$ cat src/rtl/sb_pkg.sv
package sb_pkg;
   // Default geometry: warps per core and architectural registers per warp.
   localparam int SB_DEF_WARPS = 8;
   localparam int SB_DEF_REGS  = 32;
   // Register index that stands for "no destination".
   localparam int SB_NULL_REG  = 0;
endpackage

$ cat src/rtl/sb_row.sv
// One warp's pending-write vector: set on reserve, cleared on release,
// with a same-cycle set taking priority over a clear of the same bit.
module sb_row #(
   parameter int NUM_WARPS = 8,
   parameter int NUM_REGS  = 32,
   parameter int WARP_ID   = 0,
   localparam int WID_W    = $clog2(NUM_WARPS),
   localparam int REG_W    = $clog2(NUM_REGS)
) (
   input  logic                clk,
   input  logic                rst_n,
   input  logic                rsv_en,
   input  logic [WID_W-1:0]    rsv_warp,
   input  logic [REG_W-1:0]    rsv_reg,
   input  logic                rel_en,
   input  logic [WID_W-1:0]    rel_warp,
   input  logic [REG_W-1:0]    rel_reg,
   output logic [NUM_REGS-1:0] pend
);
   localparam logic [NUM_REGS-1:0] ONE_BIT = NUM_REGS'(1);
   localparam logic [REG_W-1:0]    NULL_R  = REG_W'(sb_pkg::SB_NULL_REG);

   logic                hit_rsv, hit_rel;
   logic [NUM_REGS-1:0] set_mask, clr_mask, pend_nxt;

   always_comb begin
      hit_rsv  = rsv_en && (rsv_warp == WID_W'(WARP_ID)) && (rsv_reg != NULL_R);
      hit_rel  = rel_en && (rel_warp == WID_W'(WARP_ID));
      set_mask = hit_rsv ? (ONE_BIT << rsv_reg) : '0;
      clr_mask = hit_rel ? (ONE_BIT << rel_reg) : '0;
      pend_nxt = (pend & ~clr_mask) | set_mask;
   end

   always_ff @(posedge clk or negedge rst_n) begin
      if (!rst_n) pend <= '0;
      else        pend <= pend_nxt;
   end
endmodule

$ cat src/rtl/sb_check.sv
// Combinational hazard test for one candidate instruction.
module sb_check #(
   parameter int NUM_WARPS = 8,
   parameter int NUM_REGS  = 32,
   localparam int WID_W    = $clog2(NUM_WARPS),
   localparam int REG_W    = $clog2(NUM_REGS),
   localparam int FLAT_W   = NUM_WARPS * NUM_REGS
) (
   input  logic [FLAT_W-1:0] pend_flat,
   input  logic [WID_W-1:0]  warp,
   input  logic [REG_W-1:0]  dst,
   input  logic [REG_W-1:0]  src_a,
   input  logic              src_a_vld,
   input  logic [REG_W-1:0]  src_b,
   input  logic              src_b_vld,
   output logic              safe
);
   logic [NUM_REGS-1:0] row;
   logic                waw_hit, raw_a, raw_b;

   always_comb begin
      row = '0;
      for (int w = 0; w < NUM_WARPS; w++) begin
         if (warp == WID_W'(w)) row = pend_flat[w*NUM_REGS +: NUM_REGS];
      end
      waw_hit = row[dst];
      raw_a   = src_a_vld & row[src_a];
      raw_b   = src_b_vld & row[src_b];
      safe    = ~(waw_hit | raw_a | raw_b);
   end
endmodule

$ cat src/rtl/warp_scoreboard.sv
module warp_scoreboard
   import sb_pkg::*;
#(
   parameter int NUM_WARPS = SB_DEF_WARPS,
   parameter int NUM_REGS  = SB_DEF_REGS,
   localparam int WID_W    = $clog2(NUM_WARPS),
   localparam int REG_W    = $clog2(NUM_REGS),
   localparam int FLAT_W   = NUM_WARPS * NUM_REGS
) (
   input  logic             clk,
   input  logic             rst_n,
   input  logic             rsv_en,
   input  logic [WID_W-1:0] rsv_warp,
   input  logic [REG_W-1:0] rsv_reg,
   input  logic             rel_en,
   input  logic [WID_W-1:0] rel_warp,
   input  logic [REG_W-1:0] rel_reg,
   input  logic [WID_W-1:0] chk_warp,
   input  logic [REG_W-1:0] chk_dst,
   input  logic [REG_W-1:0] chk_src_a,
   input  logic             chk_src_a_vld,
   input  logic [REG_W-1:0] chk_src_b,
   input  logic             chk_src_b_vld,
   output logic             chk_safe
);
   // Elaboration-time parameter checks.
   if (NUM_WARPS < 2 || (1 << WID_W) != NUM_WARPS) begin : g_bad_warps
      $error("warp_scoreboard: NUM_WARPS must be a power of two, at least 2");
   end
   if (NUM_REGS < 2 || (1 << REG_W) != NUM_REGS) begin : g_bad_regs
      $error("warp_scoreboard: NUM_REGS must be a power of two, at least 2");
   end

   // Pending-write vectors, warp w in bits [w*NUM_REGS +: NUM_REGS].
   logic [FLAT_W-1:0] pend_flat;

   for (genvar w = 0; w < NUM_WARPS; w++) begin : g_warp
      sb_row #(
         .NUM_WARPS (NUM_WARPS),
         .NUM_REGS  (NUM_REGS),
         .WARP_ID   (w)
      ) u_row (
         .clk      (clk),
         .rst_n    (rst_n),
         .rsv_en   (rsv_en),
         .rsv_warp (rsv_warp),
         .rsv_reg  (rsv_reg),
         .rel_en   (rel_en),
         .rel_warp (rel_warp),
         .rel_reg  (rel_reg),
         .pend     (pend_flat[w*NUM_REGS +: NUM_REGS])
      );
   end

   sb_check #(
      .NUM_WARPS (NUM_WARPS),
      .NUM_REGS  (NUM_REGS)
   ) u_check (
      .pend_flat (pend_flat),
      .warp      (chk_warp),
      .dst       (chk_dst),
      .src_a     (chk_src_a),
      .src_a_vld (chk_src_a_vld),
      .src_b     (chk_src_b),
      .src_b_vld (chk_src_b_vld),
      .safe      (chk_safe)
   );
endmodule

$ cat config.mk
export PLATFORM = sky130hd
export DESIGN_NAME = warp_scoreboard
export DESIGN_NICKNAME = d
export VERILOG_FILES = /design/src/rtl/sb_pkg.sv /design/src/rtl/sb_row.sv /design/src/rtl/sb_check.sv /design/src/rtl/warp_scoreboard.sv
export SDC_FILE = /design/constraint.sdc
export NUM_CORES = 1
export LEC_CHECK = 0
export BUFFER_PORTS_ARGS = -buffer_cell sky130_fd_sc_hd__buf_4
export CAP_MARGIN = 30
export CELL_PAD_IN_SITES_DETAIL_PLACEMENT = 2
export CELL_PAD_IN_SITES_GLOBAL_PLACEMENT = 2
export CORE_ASPECT_RATIO = 0.75
export CORE_UTILIZATION = 41
export DETAILED_ROUTE_END_ITERATION = 8
export HOLD_SLACK_MARGIN = 0.12
export PLACE_DENSITY = 0.79
export SLEW_MARGIN = 40
export SYNTH_ARGS = -nofsm -noshare
export SYNTH_HDL_FRONTEND = slang
export SYNTH_SLANG_ARGS = --single-unit
export TNS_END_PERCENT = 5
$ cat constraint.sdc
create_clock -name clk -period 2.8 [get_ports clk]
set_input_delay 0 -clock clk [delete_from_list [all_inputs] [get_ports clk]]
set_output_delay 0 -clock clk [all_outputs]
set_load 0.02 [all_outputs]
==> impl_metrics.ini <==
[outcome]
outcome = finished with violations
violations = setup timing

[sta]
setup_viol_count_final = 1
timing.max_slew.rel_slack_pct = 39.5
final-max-slew-violation-count = 0
post-route-min-period_ns = 3.15
setup_repair_after_global_routing_missed_its_margin = yes
final.setup.worst_slack_ns = -0.353
skew_ns = 0
finalHoldViolations = 0
timing.final.crit_share_pct = 113
clock.fmax_mhz = 317
worst-slew-pin-transition_ns = 0.905

[global_routing]
grt_overflow = 0
grt_start_max_net_pins = 74
grt.total_usage_pct = 37.5
grt_antenna_before_repair = 3
grt_pass1_vias = 13483
grt_first_pass_wirelength_um = 90800

[clock_network]
cts_tree = built
cts_sinks = 256
clk_pin_slew_ns = 0.07
clock_tree.root_cell = clkbuf_16
worstSkewPairLatency_ns = 0.58
ctsHtreeMaxLevel = 1
max-clock-path-buffers = 3
cts_setup_buffers = 0
numCtsBuffers = 28

[die]
ios = 41
effective_utilization_at_floorplan_pct = 41.9
chipHeight_um = 157
die_x_um = 209
floorplan.die_area_um2 = 32900
core_region_area_um2 = 31500
core.rowCount = 56

[synth]
synth_area_leader_cell = dfrtp_1
synth_fp_nets = 1415
ys.flop_type = dfrtp_1
syn-cell-area_um2 = 13200
synth.distinct_cells = 82
ys_seq_elements = 256
synthesis.yosys.warnings = 0
ffs_w_async_s_r_synth_pct = 100
seq_area_frac_synth_pct = 48.5
synth.top_cells.by_area = dfrtp_1 49%, o21ai_0 19%, nand2_1 3.2%
avgSynthCellArea_um2 = 9.60
synth_cells = 1375
synth_enable_flop_cells = 0
synthDominantCellAreaShare_pct = 48.5

[final_layout]
final_nets = 1480
largest_reg_flops = 256
reg.largest.list = g_warp.u_row.pend (256)
top_register = g_warp.u_row.pend
drive_gt1_share_pct = 16.2
final.fill_count = 3258
area_growth_pct = 16.1

[placement]
dp.final_hpwl_um = 38100
dpl_worst_slack_ns = -0.0163
place.gp.congestion = 0.959
placement.io_buffers = 40

[drt]
via_count = 12518
antenna_violating_nets_post_route = 0
drt_iter0_drc = 1101
routed_wl_um = 60500
total_iterations_of_the_first_detailed_routing_run = 5
routed_wire_length_per_instance_um = 32.3
drcViolationCount = 0
detail_route.vias_per_cell = 6.69

[setup_path]
crit_path_start_kind = register
timing.critical_path.arrival_ns = 3.15
start_of_the_worst_register_to_register_path = g_warp[3].u_row.pend[5]
critical_path_peak_fanout = 2
worstSetupPathType = register to primary output
critical_path.endpoint_type = primary output
worstSetupStartpoint = g_warp[6].u_row.pend[12]
critical_path_required_ns = 2.80

[power]
power.total_mw = 9.47
power_density_nw_per_um2 = 618
ir_drop_v = 0.000433
p_leak_nw = 6.41

[job]
cap_violations = 0

[min_path]
min-delay-path-class = input pin to register
hold_path_startpoint = rel_reg[1]
==> synth_stat cells (3+ instances only) <==
| master | instances |
|---|---|
| a211oi_1 | 5 |
| a211oi_2 | 3 |
| a21boi_0 | 5 |
| a21o_1 | 4 |
| a21oi_1 | 19 |
| a221o_1 | 3 |
| a221oi_1 | 4 |
| a22oi_1 | 13 |
| a31oi_1 | 8 |
| a32oi_1 | 5 |
| a41oi_1 | 3 |
| and2_1 | 10 |
| and3_1 | 7 |
| and3b_1 | 4 |
| buf_2 | 14 |
| buf_4 | 6 |
| buf_6 | 10 |
| buf_8 | 3 |
| clkbuf_1 | 59 |
| dfrtp_1 | 256 |
| inv_1 | 7 |
| mux2_1 | 7 |
| mux2_2 | 22 |
| mux2i_1 | 35 |
| mux4_2 | 17 |
| nand2_1 | 112 |
| nand2b_1 | 10 |
| nand3_1 | 20 |
| nand3b_1 | 8 |
| nand4_1 | 4 |
| nor2_1 | 37 |
| nor2b_1 | 20 |
| nor3_1 | 6 |
| nor3b_1 | 9 |
| o211ai_1 | 9 |
| o21a_1 | 10 |
| o21ai_0 | 512 |
| o21ai_1 | 8 |
| o221ai_1 | 6 |
| o22ai_1 | 13 |
| o32ai_1 | 3 |
| or4b_1 | 3 |
==> metal layers <==
layer	track usage, %	share of wire, %
met1	50.0	42
met2	59.8	45
met3	8.98	8.4
met4	13.2	3.7
met5	0	0.045
==> through the flow <==
stage,cell area (um^2),utilization (%),hold slack [ns],cells,TNS (ns)
2_1_floorplan,13200,-,-0.296,1375,0
3_3_place_gp,14200,45.0,-0.00106,1802,-0.00995
3_5_place_dp,14200,45.0,0.000653,1802,-0.0163
4_1_cts,15300,48.5,0.139,1868,-0.412
5_1_grt,15300,48.7,0.210,1868,-0.355
6_report,15300,48.7,0.180,1870,-0.353
==> final cells by class <==
cell class	count	area (um^2)	share of cell area, %
Tap cell	406	508	3.32
Timing Repair Buffer	130	1120	7.33
Sequential cell	256	6410	41.8
Clock inverter	18	183	1.19
Antenna cell	2	5.00	0.0327
Multi-Input combinational cell	1015	6310	41.2
Inverter	9	33.8	0.220
Clock buffer	34	753	4.92
==> path summary, 6_finish.rpt <==
| path | endpoint | slack (ns) | depth (start not counted) |
|---|---|---|---|
| max in group asynchronous | g_warp[2].u_row.pend[17] | 1.80 | 4 |
| min in group asynchronous | g_warp[4].u_row.pend[11] | 0.62 | 4 |
| min reg2reg | g_warp[7].u_row.pend[16] | 0.51 | 2 |
| max reg2reg | g_warp[3].u_row.pend[5] | 1.59 | 3 |
| min | g_warp[7].u_row.pend[5] | 0.18 | 6 |
| max | chk_safe | -0.35 | 8 |
==> report_power, final <==
group | internal [mW] | switching (mW)
Clock | 2.20 | 1.71
Sequential | 3.99 | 0.175
Combinational | 0.491 | 0.910
==> what timing repair did <==
action	in CTS	in global routing
cloned	0	0
pin swaps	4	6
resized for setup	3	8
endpoints found under the setup margin	1	1
hold endpoints to repair	424	0
hold buffers	14	0
==> placed cells by master (no fill, tap or decap), types with 6 or more instances in the layout <==
| cell type | instances |
|---|---|
| dlygate4sd3_1 | 13 |
| o211ai_1 | 9 |
| clkinv_2 | 12 |
| o21a_1 | 10 |
| buf_4 | 108 |
| a21oi_1 | 19 |
| o22ai_1 | 13 |
| nor2b_1 | 20 |
| mux2_1 | 7 |
| a31oi_1 | 8 |
| nor3b_1 | 9 |
| mux4_2 | 18 |
| mux2_2 | 21 |
| and2_1 | 10 |
| nand2_1 | 109 |
| and3_1 | 7 |
| o21ai_1 | 8 |
| inv_1 | 7 |
| mux2i_1 | 34 |
| nand3b_1 | 8 |
| buf_12 | 7 |
| clkbuf_16 | 28 |
| nor3_1 | 6 |
| o221ai_1 | 6 |
| dfrtp_1 | 256 |
| nand2b_1 | 10 |
| o21ai_0 | 512 |
| nand3_1 | 18 |
| a22oi_1 | 12 |
| nor2_1 | 37 |
==> critical path, cell delays in order, from the launching register on <==
cell	delay, ns
dfrtp_1	0.39
mux2_2	0.30
o22ai_1	0.55
or2_0	0.27
o21ai_0	0.18
a211oi_2	0.29
nor4_2	0.09
a211oi_2	0.31
buf_4	0.20
==> kinds of logic (layout without fill, tap and decap cells) <==
| family | count (synthesis) | count (layout) | share of synthesized area (%) |
|---|---|---|---|
| buffers and inverters | 104 | 191 | 4.21 |
| multiplexers | 84 | 84 | 8.54 |
| AO/OA/AOI/OAI | 661 | 661 | 28.4 |
| flip-flops | 256 | 256 | 48.5 |
| other | 0 | 2 | 0 |
| AND/OR/NAND/NOR | 270 | 270 | 10.3 |
Note: power is estimated with default switching activity, not from simulation.
